**src/rtl/segld_pkg.sv**
```systemverilog
`timescale 1ns/1ps
package segld_pkg;
  localparam int SEL_W  = 16;
  localparam int IDX_W  = 13;
  localparam int TLIM_W = IDX_W + 3;
  localparam int DW     = 32;

  typedef enum logic [1:0] {
    KIND_CODE  = 2'd0,
    KIND_STACK = 2'd1,
    KIND_DATA  = 2'd2
  } seg_kind_e;

  typedef struct packed {
    logic [DW-1:0] base;
    logic [DW-1:0] limit;
    logic [7:0]    access;
    logic [3:0]    flags;
  } seg_info_t;

  // base bytes are spread over both descriptor words
  function automatic logic [DW-1:0] pick_base(input logic [DW-1:0] lo, input logic [DW-1:0] hi);
    return {hi[31:24], hi[7:0], lo[31:16]};
  endfunction

  function automatic logic [DW-1:0] expand_limit(input logic [19:0] raw, input logic gran);
    return gran ? {raw, 12'hFFF} : {12'h000, raw};
  endfunction

  function automatic logic [DW-1:0] real_base(input logic [SEL_W-1:0] sel);
    return {12'h000, sel, 4'h0};
  endfunction
endpackage

```
**src/rtl/segld_sel_check.sv**
```systemverilog
`timescale 1ns/1ps
module segld_sel_check
  import segld_pkg::*;
#(
  parameter int ADDR_W = 32
) (
  input  logic [SEL_W-1:2]  sel_hi_i,
  input  logic [ADDR_W-1:0] gdt_base_i,
  input  logic [TLIM_W-1:0] gdt_limit_i,
  input  logic [ADDR_W-1:0] ldt_base_i,
  input  logic [TLIM_W-1:0] ldt_limit_i,
  output logic              is_null_o,
  output logic              oob_o,
  output logic [ADDR_W-1:0] addr_o
);
  logic [IDX_W-1:0]  idx;
  logic              use_ldt;
  logic [TLIM_W-1:0] last_byte;
  logic [TLIM_W-1:0] tbl_lim;
  logic [ADDR_W-1:0] tbl_base;

  function automatic logic [ADDR_W-1:0] entry_addr(input logic [ADDR_W-1:0] b, input logic [IDX_W-1:0] i);
    return b + ADDR_W'({i, 3'b000});
  endfunction

  assign idx       = sel_hi_i[SEL_W-1:3];
  assign use_ldt   = sel_hi_i[2];
  assign last_byte = {idx, 3'b111};
  assign tbl_lim   = use_ldt ? ldt_limit_i : gdt_limit_i;
  assign tbl_base  = use_ldt ? ldt_base_i  : gdt_base_i;
  assign is_null_o = (sel_hi_i == '0);
  assign oob_o     = last_byte > tbl_lim;
  assign addr_o    = entry_addr(tbl_base, idx);
endmodule

```
**src/rtl/segld_desc_check.sv**
```systemverilog
`timescale 1ns/1ps
module segld_desc_check
  import segld_pkg::*;
(
  input  seg_kind_e     kind_i,
  input  logic [DW-1:0] lo_i,
  input  logic [DW-1:0] hi_i,
  output seg_info_t     info_o,
  output logic          gp_o,
  output logic          np_o
);
  logic [7:0] acc;
  logic [3:0] fl;
  logic       is_sys, is_exec, is_wr, kind_bad, rsv_bad;

  assign acc     = hi_i[15:8];
  assign fl      = hi_i[23:20];
  assign is_sys  = !acc[4];
  assign is_exec = acc[3];
  assign is_wr   = acc[1];
  assign rsv_bad = (fl[1:0] != 2'b00);

  always_comb begin
    unique case (kind_i)
      KIND_CODE:  kind_bad = !is_exec;
      KIND_STACK: kind_bad = is_exec || !is_wr;
      KIND_DATA:  kind_bad = is_exec && !is_wr;
      default:    kind_bad = 1'b1;
    endcase
  end

  assign gp_o = is_sys || kind_bad || rsv_bad;
  assign np_o = !gp_o && !acc[7];

  always_comb begin
    info_o.base   = pick_base(lo_i, hi_i);
    info_o.limit  = expand_limit({hi_i[19:16], lo_i[15:0]}, fl[3]);
    info_o.access = acc;
    info_o.flags  = fl;
  end
endmodule

```
**src/rtl/seg_desc_loader.sv**
```systemverilog
`timescale 1ns/1ps
module seg_desc_loader
  import segld_pkg::*;
#(
  parameter int ADDR_W = 32
) (
  input  logic              clk,
  input  logic              rst_n,
  input  logic              start_i,
  input  logic              real_mode_i,
  input  logic [15:0]       sel_i,
  input  logic [1:0]        kind_i,
  input  logic [ADDR_W-1:0] gdt_base_i,
  input  logic [15:0]       gdt_limit_i,
  input  logic [ADDR_W-1:0] ldt_base_i,
  input  logic [15:0]       ldt_limit_i,
  output logic              rd_valid_o,
  output logic [ADDR_W-1:0] rd_addr_o,
  input  logic              rd_ready_i,
  input  logic              rsp_valid_i,
  input  logic [31:0]       rsp_data_i,
  output logic              done_o,
  output logic              fault_o,
  output logic              fault_np_o,
  output logic [15:0]       fault_sel_o,
  output logic              unusable_o,
  output logic [31:0]       base_o,
  output logic [31:0]       limit_o,
  output logic [7:0]        access_o,
  output logic [3:0]        flags_o
);
  typedef enum logic [2:0] {S_IDLE, S_REQ_LO, S_WAIT_LO, S_REQ_HI, S_WAIT_HI} st_e;

  st_e               st, st_n;
  logic [SEL_W-1:0]  sel_q, fin_sel, fsel_q;
  seg_kind_e         kind_q;
  logic [ADDR_W-1:0] addr_q;
  logic [DW-1:0]     lo_q;
  seg_info_t         info_q, fin_info, dc_info;
  logic              done_q, gp_q, np_q, unus_q;
  logic              fin, fin_gp, fin_np, fin_unus;
  logic              sc_null, sc_oob, dc_gp, dc_np;
  logic [ADDR_W-1:0] sc_addr;
  logic              ev_start;

  segld_sel_check #(.ADDR_W(ADDR_W)) i_sel (
    .sel_hi_i   (sel_i[SEL_W-1:2]),
    .gdt_base_i (gdt_base_i),
    .gdt_limit_i(gdt_limit_i),
    .ldt_base_i (ldt_base_i),
    .ldt_limit_i(ldt_limit_i),
    .is_null_o  (sc_null),
    .oob_o      (sc_oob),
    .addr_o     (sc_addr)
  );

  segld_desc_check i_desc (
    .kind_i(kind_q),
    .lo_i  (lo_q),
    .hi_i  (rsp_data_i),
    .info_o(dc_info),
    .gp_o  (dc_gp),
    .np_o  (dc_np)
  );

  assign ev_start = (st == S_IDLE) && start_i;

  always_comb begin
    st_n     = st;
    fin      = 1'b0;
    fin_info = '0;
    fin_gp   = 1'b0;
    fin_np   = 1'b0;
    fin_unus = 1'b0;
    fin_sel  = sel_q;
    unique case (st)
      S_IDLE: if (start_i) begin
        fin_sel = sel_i;
        if (real_mode_i) begin
          fin             = 1'b1;
          fin_info.base   = real_base(sel_i);
          fin_info.limit  = 32'h0000_FFFF;
          fin_info.access = 8'h93;
        end else if (sc_null && kind_i != KIND_DATA) begin
          fin    = 1'b1;
          fin_gp = 1'b1;
        end else if (sc_null) begin
          fin      = 1'b1;
          fin_unus = 1'b1;
        end else if (sc_oob) begin
          fin    = 1'b1;
          fin_gp = 1'b1;
        end else begin
          st_n = S_REQ_LO;
        end
      end
      S_REQ_LO:  if (rd_ready_i)  st_n = S_WAIT_LO;
      S_WAIT_LO: if (rsp_valid_i) st_n = S_REQ_HI;
      S_REQ_HI:  if (rd_ready_i)  st_n = S_WAIT_HI;
      S_WAIT_HI: if (rsp_valid_i) begin
        st_n   = S_IDLE;
        fin    = 1'b1;
        fin_gp = dc_gp;
        fin_np = dc_np;
        if (!dc_gp && !dc_np) fin_info = dc_info;
      end
      default: st_n = S_IDLE;
    endcase
  end

  always_ff @(posedge clk or negedge rst_n) begin
    if (!rst_n) begin
      st     <= S_IDLE;
      sel_q  <= '0;
      kind_q <= KIND_CODE;
      addr_q <= '0;
      lo_q   <= '0;
      done_q <= 1'b0;
      info_q <= '0;
      gp_q   <= 1'b0;
      np_q   <= 1'b0;
      unus_q <= 1'b0;
      fsel_q <= '0;
    end else begin
      st     <= st_n;
      done_q <= fin;
      if (ev_start) begin
        sel_q  <= sel_i;
        kind_q <= seg_kind_e'(kind_i);
        addr_q <= sc_addr;
      end
      if (st == S_WAIT_LO && rsp_valid_i) lo_q <= rsp_data_i;
      if (fin) begin
        info_q <= fin_info;
        gp_q   <= fin_gp;
        np_q   <= fin_np;
        unus_q <= fin_unus;
        fsel_q <= fin_sel;
      end
    end
  end

  assign rd_valid_o  = (st == S_REQ_LO) || (st == S_REQ_HI);
  assign rd_addr_o   = (st == S_REQ_HI) ? addr_q + ADDR_W'(4) : addr_q;
  assign done_o      = done_q;
  assign fault_o     = gp_q || np_q;
  assign fault_np_o  = np_q;
  assign fault_sel_o = fsel_q;
  assign unusable_o  = unus_q;
  assign base_o      = info_q.base;
  assign limit_o     = info_q.limit;
  assign access_o    = info_q.access;
  assign flags_o     = info_q.flags;

  // request held with a steady address until accepted
  a_r13_req_hold: assert property (@(posedge clk) disable iff (!rst_n)
    rd_valid_o && !rd_ready_i |=> rd_valid_o && $stable(rd_addr_o));
  // completion is a single-cycle pulse
  a_r13_done_pulse: assert property (@(posedge clk) disable iff (!rst_n)
    done_o |=> !done_o);
  // real mode completes next cycle with no read
  a_r12_real_short: assert property (@(posedge clk) disable iff (!rst_n)
    ev_start && real_mode_i |=> done_o && !rd_valid_o && !fault_o &&
      limit_o == 32'h0000_FFFF && base_o[3:0] == 4'h0);
  // out-of-bounds selector faults without a read
  a_r2_oob_fault: assert property (@(posedge clk) disable iff (!rst_n)
    ev_start && !real_mode_i && !sc_null && sc_oob |=> done_o && fault_o && !fault_np_o && !rd_valid_o);
  // null selector into a data register is accepted as unusable
  a_r3_null_data: assert property (@(posedge clk) disable iff (!rst_n)
    ev_start && !real_mode_i && sc_null && kind_i == KIND_DATA |=> done_o && unusable_o && !fault_o);
  // page granularity fills the low twelve limit bits
  a_r5_gran_fill: assert property (@(posedge clk) disable iff (!rst_n)
    done_o && !fault_o && flags_o[3] |-> limit_o[11:0] == 12'hFFF);
  // anything accepted into the stack register is present writable data
  a_r8_stack_ok: assert property (@(posedge clk) disable iff (!rst_n)
    done_o && !fault_o && kind_q == KIND_STACK |-> access_o[7] && access_o[1] && !access_o[3]);
  // not-present is a fault of its own kind
  a_r11_np_kind: assert property (@(posedge clk) disable iff (!rst_n)
    done_o && fault_np_o |-> fault_o && !unusable_o && access_o == 8'h00);
endmodule

```
**config.mk**
```make
export PLATFORM = sky130hd
export DESIGN_NAME = seg_desc_loader
export DESIGN_NICKNAME = d
export VERILOG_FILES = /design/src/rtl/segld_pkg.sv /design/src/rtl/segld_sel_check.sv /design/src/rtl/segld_desc_check.sv /design/src/rtl/seg_desc_loader.sv
export SDC_FILE = /design/constraint.sdc
export NUM_CORES = 1
export LEC_CHECK = 0
export BUFFER_PORTS_ARGS = -buffer_cell sky130_fd_sc_hd__buf_2
export CAP_MARGIN = 10
export CORE_UTILIZATION = 47
export DETAILED_ROUTE_END_ITERATION = 10
export HOLD_SLACK_MARGIN = 0.05
export PLACE_DENSITY = 0.77
export SLEW_MARGIN = 20
export SYNTH_ARGS = -nofsm -noshare
export SYNTH_HDL_FRONTEND = slang
export SYNTH_SLANG_ARGS = --single-unit
export TNS_END_PERCENT = 1
```
**constraint.sdc**
```tcl
create_clock -name clk -period 1.9 [get_ports clk]
set_input_delay 0.095 -clock clk [delete_from_list [all_inputs] [get_ports clk]]
set_output_delay 0.095 -clock clk [all_outputs]
set_load 0.05 [all_outputs]
```
==> run summary, run 1 <==
Core Box Area: 19600 um2
CTS max path bufs: 2
CTS HTree Levels: 4
Final min period: 2.48 ns
CP startpoint kind: flip-flop
DRT Pass-1 Iters: 5
Fin. max-slew vios: 0
Initial antenna violation count: 2
Worst-margin pin slew: 0.543 ns
Routed len/inst: 18.7 um
Synthesized area: 9440 um2
Max Fanout on Critical Path: 4
Share of cells above drive strength 1: 43.3%
Worst VDD drop: 1.05 mV
Post-synthesis sequential element count: 181
HP Class: input pin to flip-flop
Post-DR vias/cell: 5.52
LEAKAGE: 0.00694 uW
Largest net degree at the start of global routing: 62
DRT iter0 DRCs: 703
Post-Layout Cell Count: 1591
Clock sink count: 181
Final period utilization: 131%
Die extent in y: 144 um
PD cells: 1440 nW/um2
IO Port Bufs: 280
Remaining DRCs: 0
Max-cap violations: 0
Fill cells: 1399
Worst slew margin: 63.4%
Ys async rst share: 100%
Final ANT Viol Nets: 0
Syn. warnings: 0
Setup CP Type: flip-flop to primary output
Yosys cell types: 60
Fmax: 403 MHz
Design area: 13800 um2
Avg Inst Size Synth: 10.7 um2
CTS tree: done
Outcome: complete, but fails checks
Failing checks: negative setup slack
Num ports: 281
Top cells by area, synth: dfrtp_1 (48%), mux2_2 (8.9%), nand2_1 (4.5%)
Worst setup EP type: primary output
Post-Syn Nets: 1060
Post-synth EDFFs: 0
Area after DPL: 12100 um2
Area grow syn2layout: 45.7%
Setup-failing EPs final: 143
RD Place Congestion: 0.905
Hpwl dp: 21300 um
Root Buffer: clkbuf_16
Post-synthesis cell count: 880
Final net count: 1491
Worst Path Arrival: 2.39 ns
Die ar.: 20700 um2
Final design utilization: 70.2%
Final hold violations: 0
Inserted Clock Buffers: 17
Chip width: 144 um
DR vias: 8781
Worst skew pair latency: 0.44 ns
Top-area cell type share of the netlist area: 48.0%
Total congestion overflow: 0
Tot GR Track Use: 29.4%
Clk_skew: 0.0134 ns
Synth area leader: dfrtp_1
First-pass GRT wire length: 46100 um
Setup TNS: -37.29 ns
Post-synthesis sequential area ratio: 48.0%
Vias in the first global route: 8633
Row count: 51
Routed wire length: 29700 um
Clk pin slew, worst setup/hold paths: 0.08 ns
Critical Path RT: 1.80 ns
Ys flop type: dfrtp_1
Initial Utilization: 48.2%
Overall Power: 19800 uW
Unrepaired setup endpoints after global routing: yes
Placed cells: 1497
Setup slack after layout: -0.582 ns
==> report_power, final <==
group / internal, uW / leakage (uW) / switching [uW]
clock: 1830 / 0.000299 / 1790
combinational: 3820 / 0.00434 / 6220
sequential: 5270 / 0.00230 / 917
==> layout by cell type (no fill, tap or decap), types with 7 or more instances in the layout <==
master / netlist / final
a211o_1: 17 / 17
a21oi_1: 18 / 14
a221o_1: 23 / 23
a22o_1: 37 / 37
and3_1: 26 / 23
buf_12: 0 / 14
buf_2: 15 / 248
buf_4: 2 / 135
buf_6: 1 / 11
clkbuf_16: 0 / 17
dfrtp_1: 181 / 181
dlygate4sd3_1: 0 / 57
ha_1: 27 / 23
inv_1: 16 / 16
mux2_2: 75 / 74
mux2i_1: 25 / 24
nand2_1: 113 / 112
nand3_1: 21 / 20
nand4_1: 16 / 16
nor2_1: 28 / 23
nor2b_1: 9 / 8
nor3_1: 12 / 8
o21a_1: 19 / 19
o21ai_0: 36 / 30
o31ai_1: 9 / 8
xnor2_1: 26 / 19
xnor2_2: 0 / 7
xor2_1: 15 / 14
==> state kept, by name (all words and copies together) (netlist names) <==
register / cells
st: 3
unusable_o: 1
gp_q: 1
base_o: 32
fault_sel_o: 16
flags_o: 4
lo_q: 32
addr_q: 32
sel_q: 16
limit_o: 32
access_o: 8
fault_np_o: 1
done_o: 1
kind_q: 2
==> cell families after synthesis <==
kind of cell / Yosys count / share of synthesized area [%]
compound gates: 194 / 15.8
flops: 181 / 48.0
simple gates: 262 / 13.6
mux: 101 / 11.8
xor+xnor: 41 / 3.80
fa+ha+maj: 28 / 3.79
buf+inv: 73 / 3.29
==> cells in the mapped netlist (all sizes together) (5+ instances only) <==
master  count
nand2     113
nor2b       9
clkbuf     37
nor2       28
o31ai       9
dfrtp     181
mux2i      25
inv        16
nor3       13
nand4      16
ha         27
a221o      23
o21a       19
mux2       76
a22o       37
and2        5
xnor2      26
xor2       15
and4        6
and3       26
a211o      17
nor4        5
a21o        6
nand3      21
a21oi      18
o21ai      37
buf        20
==> critical path: stages, from the launching register on <==
cell	delay, ns
dfrtp_1	0.39
buf_6	0.12
and3b_1	0.22
and3_4	0.20
nand2_2	0.07
or3_4	0.45
nor2_4	0.11
xor2_1	0.17
buf_4	0.23
==> metal layers <==
metal | up-vias | GRT usage, % | wire, um
li1 | 4103 | - | -
met5 | - | 0 | 0
met2 | 386 | 46.7 | 14000
met1 | 4236 | 40.8 | 13100
met3 | 56 | 5.00 | 1770
met4 | 0 | 9.69 | 788
==> stage by stage <==
stage | hold WS [ns] | setup slack (ns)
finish | 0.0664 | -0.582
global route | 0.0854 | -0.666
CTS | 0.0518 | -0.603
detailed placement | 0.101 | -0.909
global placement | 0.102 | -0.799
floorplan | -0.201 | -1.06
==> final cells by class <==
type	instances	area, um2	area share [%]
inverters	16	60.1	0.437
flip-flops and latches	181	4530	32.9
diodes	2	5.00	0.0364
repair buffers	469	3300	24.0
clock inverters	14	180	1.31
well taps	265	332	2.41
clock buffers	18	439	3.19
multi-input cells	626	4910	35.7
==> worst paths after layout <==
check | from | end | slack (ns) | depth (start not counted)
worst max-delay path | st[2] | rd_addr_o[30] | -0.58 | 8
worst min-delay path | sel_i[13] | sel_q[13] | 0.07 | 4
worst max register to register | st[2] | limit_o[13] | -0.22 | 8
worst min register to register | flags_o[3] | flags_o[3] | 0.48 | 1
max in group asynchronous | rst_n | lo_q[2] | 1.04 | 3
min in group asynchronous | rst_n | base_o[27] | 0.18 | 2
==> what timing repair did <==
item                                    CTS  global route
hold buffers                             57             0
resized for setup                        79            20
hold endpoints to repair                153             0
pin swaps                                61            25
setup buffers                             2             1
endpoints found under the setup margin  147           148
(Power assumes the default switching activity.)
==> run 2: changes to the inputs <==
- CELL_PAD_IN_SITES_DETAIL_PLACEMENT: not set -> 1
- CELL_PAD_IN_SITES_GLOBAL_PLACEMENT: not set -> 1
- CORE_UTILIZATION: 47 -> 36
- PLACE_DENSITY: 0.77 -> not set
- PLACE_DENSITY_LB_ADDON: not set -> 0.1
==> run 2 against run 1 <==
Effect of this change: the flow still finishes with violations (negative setup slack); worst hold slack about the same; register-to-register slack worse by 0.09 ns; largest power group unchanged; via count down 1.8%; final cell count up 4.4%; die area up 30%; cell area up 0.98%.
==> run summary, run 2 (synthesized netlist as in run 1, its figures left out) <==
Outcome: complete, but fails checks
Failing checks: negative setup slack
Worst slew margin: 64.4%
Area after DPL: 12200 um2
LEAKAGE: 0.00696 uW
Setup TNS: -27.44 ns
Max Fanout on Critical Path: 4
Hold Slack: 0.0665 ns
Root Buffer: clkbuf_16
Routed wire length: 32200 um
Hpwl dp: 23700 um
Total congestion overflow: 0
DR vias: 8625
Net Switching: 9000 uW
Setup CP Type: flip-flop to primary output
Initial Utilization: 37.1%
PD cells: 1420 nW/um2
Worst setup EP type: primary output
CTS HTree Levels: 4
R2r worst-path depth: 9
CTS tree: done
Clk pin slew, worst setup/hold paths: 0.07 ns
Max-cap violations: 0
IO Port Bufs: 280
Row count: 58
Critical Path RT: 1.80 ns
Post-DR vias/cell: 5.19
Die extent in y: 164 um
CTS max path bufs: 2
Post-Layout Cell Count: 1661
Clock sink count: 181
Commonest non-fill, non-tap cell in the layout: buf_2
Sw Share: 45.6%
Vias in the first global route: 9151
Hold-critical path depth: 4
Placed cells: 1572
Fin. max-slew vios: 0
Worst skew pair latency: 0.44 ns
Gate power share: 49.7%
Design area: 13900 um2
Fmax: 413 MHz
Worst Path Arrival: 2.33 ns
Final ANT Viol Nets: 0
Num ports: 281
Share of cells above drive strength 1: 44.4%
Tot GR Track Use: 24.5%
Most frequent cells in the layout: buf_2 (249), dfrtp_1 (180), buf_4 (142), nand2_1 (113), mux2_2 (68)
Die ar.: 26900 um2
Clock power frac: 18.8%
Final hold violations: 0
Internal Power: 10700 uW
First-pass GRT wire length: 50400 um
Setup-failing EPs final: 136
Inserted Clock Buffers: 17
Worst-margin pin slew: 0.534 ns
Fill cells: 2857
DRT iter0 DRCs: 421
CP startpoint kind: flip-flop
Final net count: 1495
Sequential Power Share: 31.5%
Chip width: 164 um
Worst VDD drop: 0.904 mV
Clk_skew: 0.0205 ns
Remaining DRCs: 0
Unrepaired setup endpoints after global routing: yes
Initial antenna violation count: 5
Area grow syn2layout: 47.1%
Largest net degree at the start of global routing: 63
Final min period: 2.42 ns
Setup slack after layout: -0.521 ns
RD Place Congestion: 0.860
HP Class: input pin to flip-flop
Core Box Area: 25500 um2
Final period utilization: 127%
Routed len/inst: 19.4 um
DRT Pass-1 Iters: 4
## run 2: critical path: stages, from the launching register on
cell and delay (ns):
dfrtp_2 0.43, and3b_2 0.25, and3_4 0.21, nand2_1 0.11, or3_4 0.42, nor2_2 0.11
xor2_1 0.15, buf_4 0.21
## run 2: layout make-up
| cell class | instances | area [um2] | area share (%) |
|---|---|---|---|
| clock inverter | 15 | 193 | 1.39 |
| clock buffer | 17 | 425 | 3.06 |
| antenna | 3 | 7.51 | 0.0540 |
| inverter | 16 | 60.1 | 0.432 |
| multi-input combinational | 626 | 4970 | 35.8 |
| tap | 330 | 413 | 2.97 |
| sequential | 181 | 4530 | 32.6 |
| timing repair buffer | 473 | 3290 | 23.7 |
## run 2: final timing paths
kind                                  to      startpoint  slack (ns)
max                        rd_addr_o[30]           st[2]       -0.52
min                           addr_q[20]  ldt_base_i[20]        0.07
max reg2reg                  limit_o[12]           st[2]       -0.31
min reg2reg                     sel_q[8]        sel_q[8]        0.48
max in group asynchronous     limit_o[6]           rst_n        1.03
min in group asynchronous       lo_q[26]           rst_n        0.20
## run 2: power by group through the flow
stage | sequential (uW) | combinational (uW) | clock [uW]
CTS | 6210 | 9700 | 3810
detailed placement | 6260 | 9190 | 0
global route | 6390 | 10500 | 3950
global placement | 6200 | 9000 | 0
finish | 6210 | 9820 | 3710
floorplan | 7830 | 4530 | 0
## run 2: layer usage
metal  track usage, %  part of all wire (%)
met5                0                 0.068
met4             6.36                   1.7
met3             4.12                   4.3
met2             40.2                    48
met1             33.5                    46
## run 2: metrics by stage
stage / total power (uW) / utilization, % / setup slack [ns]
finish: 19700 / 54.5 / -0.521
detailed placement: 15400 / 48.0 / -0.967
floorplan: 12400 / - / -1.06
global route: 20800 / 54.5 / -0.659
CTS: 19700 / 53.8 / -0.598
global placement: 15200 / 48.0 / -0.892
## run 2: repair_timing
item / in CTS / in global routing
endpoints found under the setup margin: 151 / 151
hold buffers: 52 / 0
cloned: 0 / 0
endpoints found under the hold margin: 144 / 0
resized for setup: 92 / 38
pin swaps: 54 / 17
setup buffers: 1 / 1
==> run 3: changes to the inputs <==
- CORE_UTILIZATION: 36 -> 40
- clock period: 1.9 -> 2.6 ns (I/O delays scaled with it)
==> run 3 against run 2 <==
Effect of this change: the flow still finishes with violations (negative setup slack); first-iteration DRC count down 14%; register-to-register slack better by 0.38 ns; via count down 1.3%; worst hold slack worse by 0.014 ns; global-route usage up 1.4 points; critical endpoint unchanged; largest power group unchanged.
==> run summary, run 3 (synthesized netlist as in run 1, its figures left out) <==
Hpwl dp: 22400 um
First-pass GRT wire length: 48800 um
Final hold violations: 0
Worst-margin pin slew: 0.735 ns
CTS tree: done
Initial Utilization: 41.2%
Num ports: 281
Fmax: 382 MHz
CP Cell Sequence: and4_4 -> and4_4 -> nand4_1 -> or3_4 -> nor2_4 -> xor2_2 -> buf_6
Max Fanout on Critical Path: 5
Sequential Power Share: 33.4%
PD cells: 1060 nW/um2
Fin. max-slew vios: 0
Setup CP Type: flip-flop to primary output
Most frequent cells in the layout: buf_2 (267), dfrtp_1 (179), nand2_1 (112), buf_4 (91), mux2_2 (75)
CP peak stage delay: 0.49 ns
Setup-failing EPs final: 2
Setup slack after layout: -0.0196 ns
Worst setup EP type: primary output
Final ANT Viol Nets: 0
Row count: 55
Failing checks: negative setup slack
Die extent in y: 156 um
Post-DR vias/cell: 5.35
Initial antenna violation count: 1
Clock power frac: 19.0%
CTS HTree Levels: 4
Slowest library cell on the worst path: or3_4
LEAKAGE: 0.00659 uW
Routed wire length: 30700 um
Remaining DRCs: 0
Internal Power: 7460 uW
Vias in the first global route: 8816
Tot GR Track Use: 26.0%
Hold Slack: 0.0525 ns
Most frequent CP cell: and4_4
Critical Path RT: 2.47 ns
Fill cells: 2563
Largest net degree at the start of global routing: 89
Worst Path Buf+Inv: 1
Post-Layout Cell Count: 1589
Design area: 13000 um2
Outcome: complete, but fails checks
Sw Share: 46.2%
CTS max path bufs: 2
Final min period: 2.62 ns
DR vias: 8509
Inserted Clock Buffers: 17
Worst VDD drop: 0.665 mV
Area grow syn2layout: 38.0%
Die ar.: 24200 um2
Final period utilization: 101%
DRT Pass-1 Iters: 4
IO Port Bufs: 280
Routed len/inst: 19.3 um
Worst Path Arrival: 2.49 ns
Root Buffer: clkbuf_16
R2R Setup Slk: 0.07 ns
Unrepaired setup endpoints after global routing: yes
Placed cells: 1499
Gate power share: 47.6%
Final net count: 1443
Worst skew pair latency: 0.44 ns
Chip width: 156 um
Commonest non-fill, non-tap cell in the layout: buf_2
Ant. Diodes: 0
DP Worst Slack: -0.286 ns
HP Class: input pin to flip-flop
Clock sink count: 181
Top delay family on crit path: simple AND/OR/NAND/NOR gates
Clk pin slew, worst setup/hold paths: 0.07 ns
Share of cells above drive strength 1: 39.9%
Clk_skew: 0.0140 ns
Worst slew margin: 51.0%
Total congestion overflow: 0
CP startpoint kind: flip-flop
DRT iter0 DRCs: 361
RD Place Congestion: 0.815
Area after DPL: 11700 um2
Core Box Area: 22900 um2
Net Switching: 6400 uW
Max-cap violations: 0
-- run 3: cell types whose count changed in the layout (fill, tap and decap cells not counted), moves of 3 or more --
cell	previous run	this run
a21oi_1	15	18
a21oi_2	3	0
buf_12	13	6
buf_2	249	267
buf_4	142	91
buf_6	14	3
diode_2	3	0
ha_1	22	27
ha_4	5	0
mux2_2	68	75
mux2_4	8	1
nor2_1	21	25
nor2_2	4	1
o21ai_0	30	34
-- run 3: per-stage QoR --
stage | power, uW | utilization, % | setup TNS [ns]
after CTS | 13800 | 56.3 | -0.0392
after detailed placement | 11000 | 51.2 | -22.41
after global routing | 14600 | 56.9 | -1.38
after global placement | 10800 | 51.2 | -9.47
final | 13900 | 56.9 | -0.0346
after floorplan | 9030 | - | -34.01
-- run 3: path summary, 6_finish.rpt --
kind,startpoint,endpoint,cells past startpoint
worst max-delay path,addr_q[8],rd_addr_o[30],7
min in group asynchronous,rst_n,limit_o[31],2
worst min register to register,sel_q[11],sel_q[11],2
worst min-delay path,gdt_base_i[2],addr_q[2],3
worst max register to register,st[2],base_o[16],8
max in group asynchronous,rst_n,addr_q[8],3
-- run 3: layer usage --
metal / share of wire [%] / GRT usage, % / vias up / routed length [um]
li1: - / - / 3988 / -
met1: 45 / 34.9 / 4247 / 13900
met2: 49 / 43.3 / 238 / 15100
met3: 4.0 / 4.11 / 34 / 1230
met4: 1.8 / 7.28 / 2 / 539
met5: 0.042 / 0 / - / 13
-- run 3: final cells by class --
class | count | area, um2 | share of cell area (%)
multi-input combinational | 626 | 4730 | 36.3
inverter | 16 | 60.1 | 0.461
clock inverter | 14 | 175 | 1.34
sequential | 181 | 4530 | 34.8
timing repair buffer | 421 | 2710 | 20.8
tap | 313 | 392 | 3.01
clock buffer | 18 | 429 | 3.29
-- run 3: power by group through the flow --
stage	clock [uW]	combinational, uW	sequential (uW)
6_report	2640	6590	4630
5_1_grt	2800	7020	4770
4_1_cts	2680	6500	4620
3_5_place_dp	0	6340	4660
3_3_place_gp	0	6220	4610
2_1_floorplan	0	3310	5720
-- run 3: repair_timing --
item	CTS	global route
endpoints found under the setup margin	16	26
pin swaps	2	2
resized for setup	15	26
hold buffers	51	0
setup buffers	2	5
endpoints found under the hold margin	161	0
-- run 3: worst register-to-register path: stages (launching register included) --
cell,delay [ns]
dfrtp_1,0.39
buf_4,0.15
nand2b_1,0.21
or3_2,0.50
o21ai_1,0.33
a31oi_4,0.09
buf_12,0.19
buf_12,0.16
a221o_1,0.39
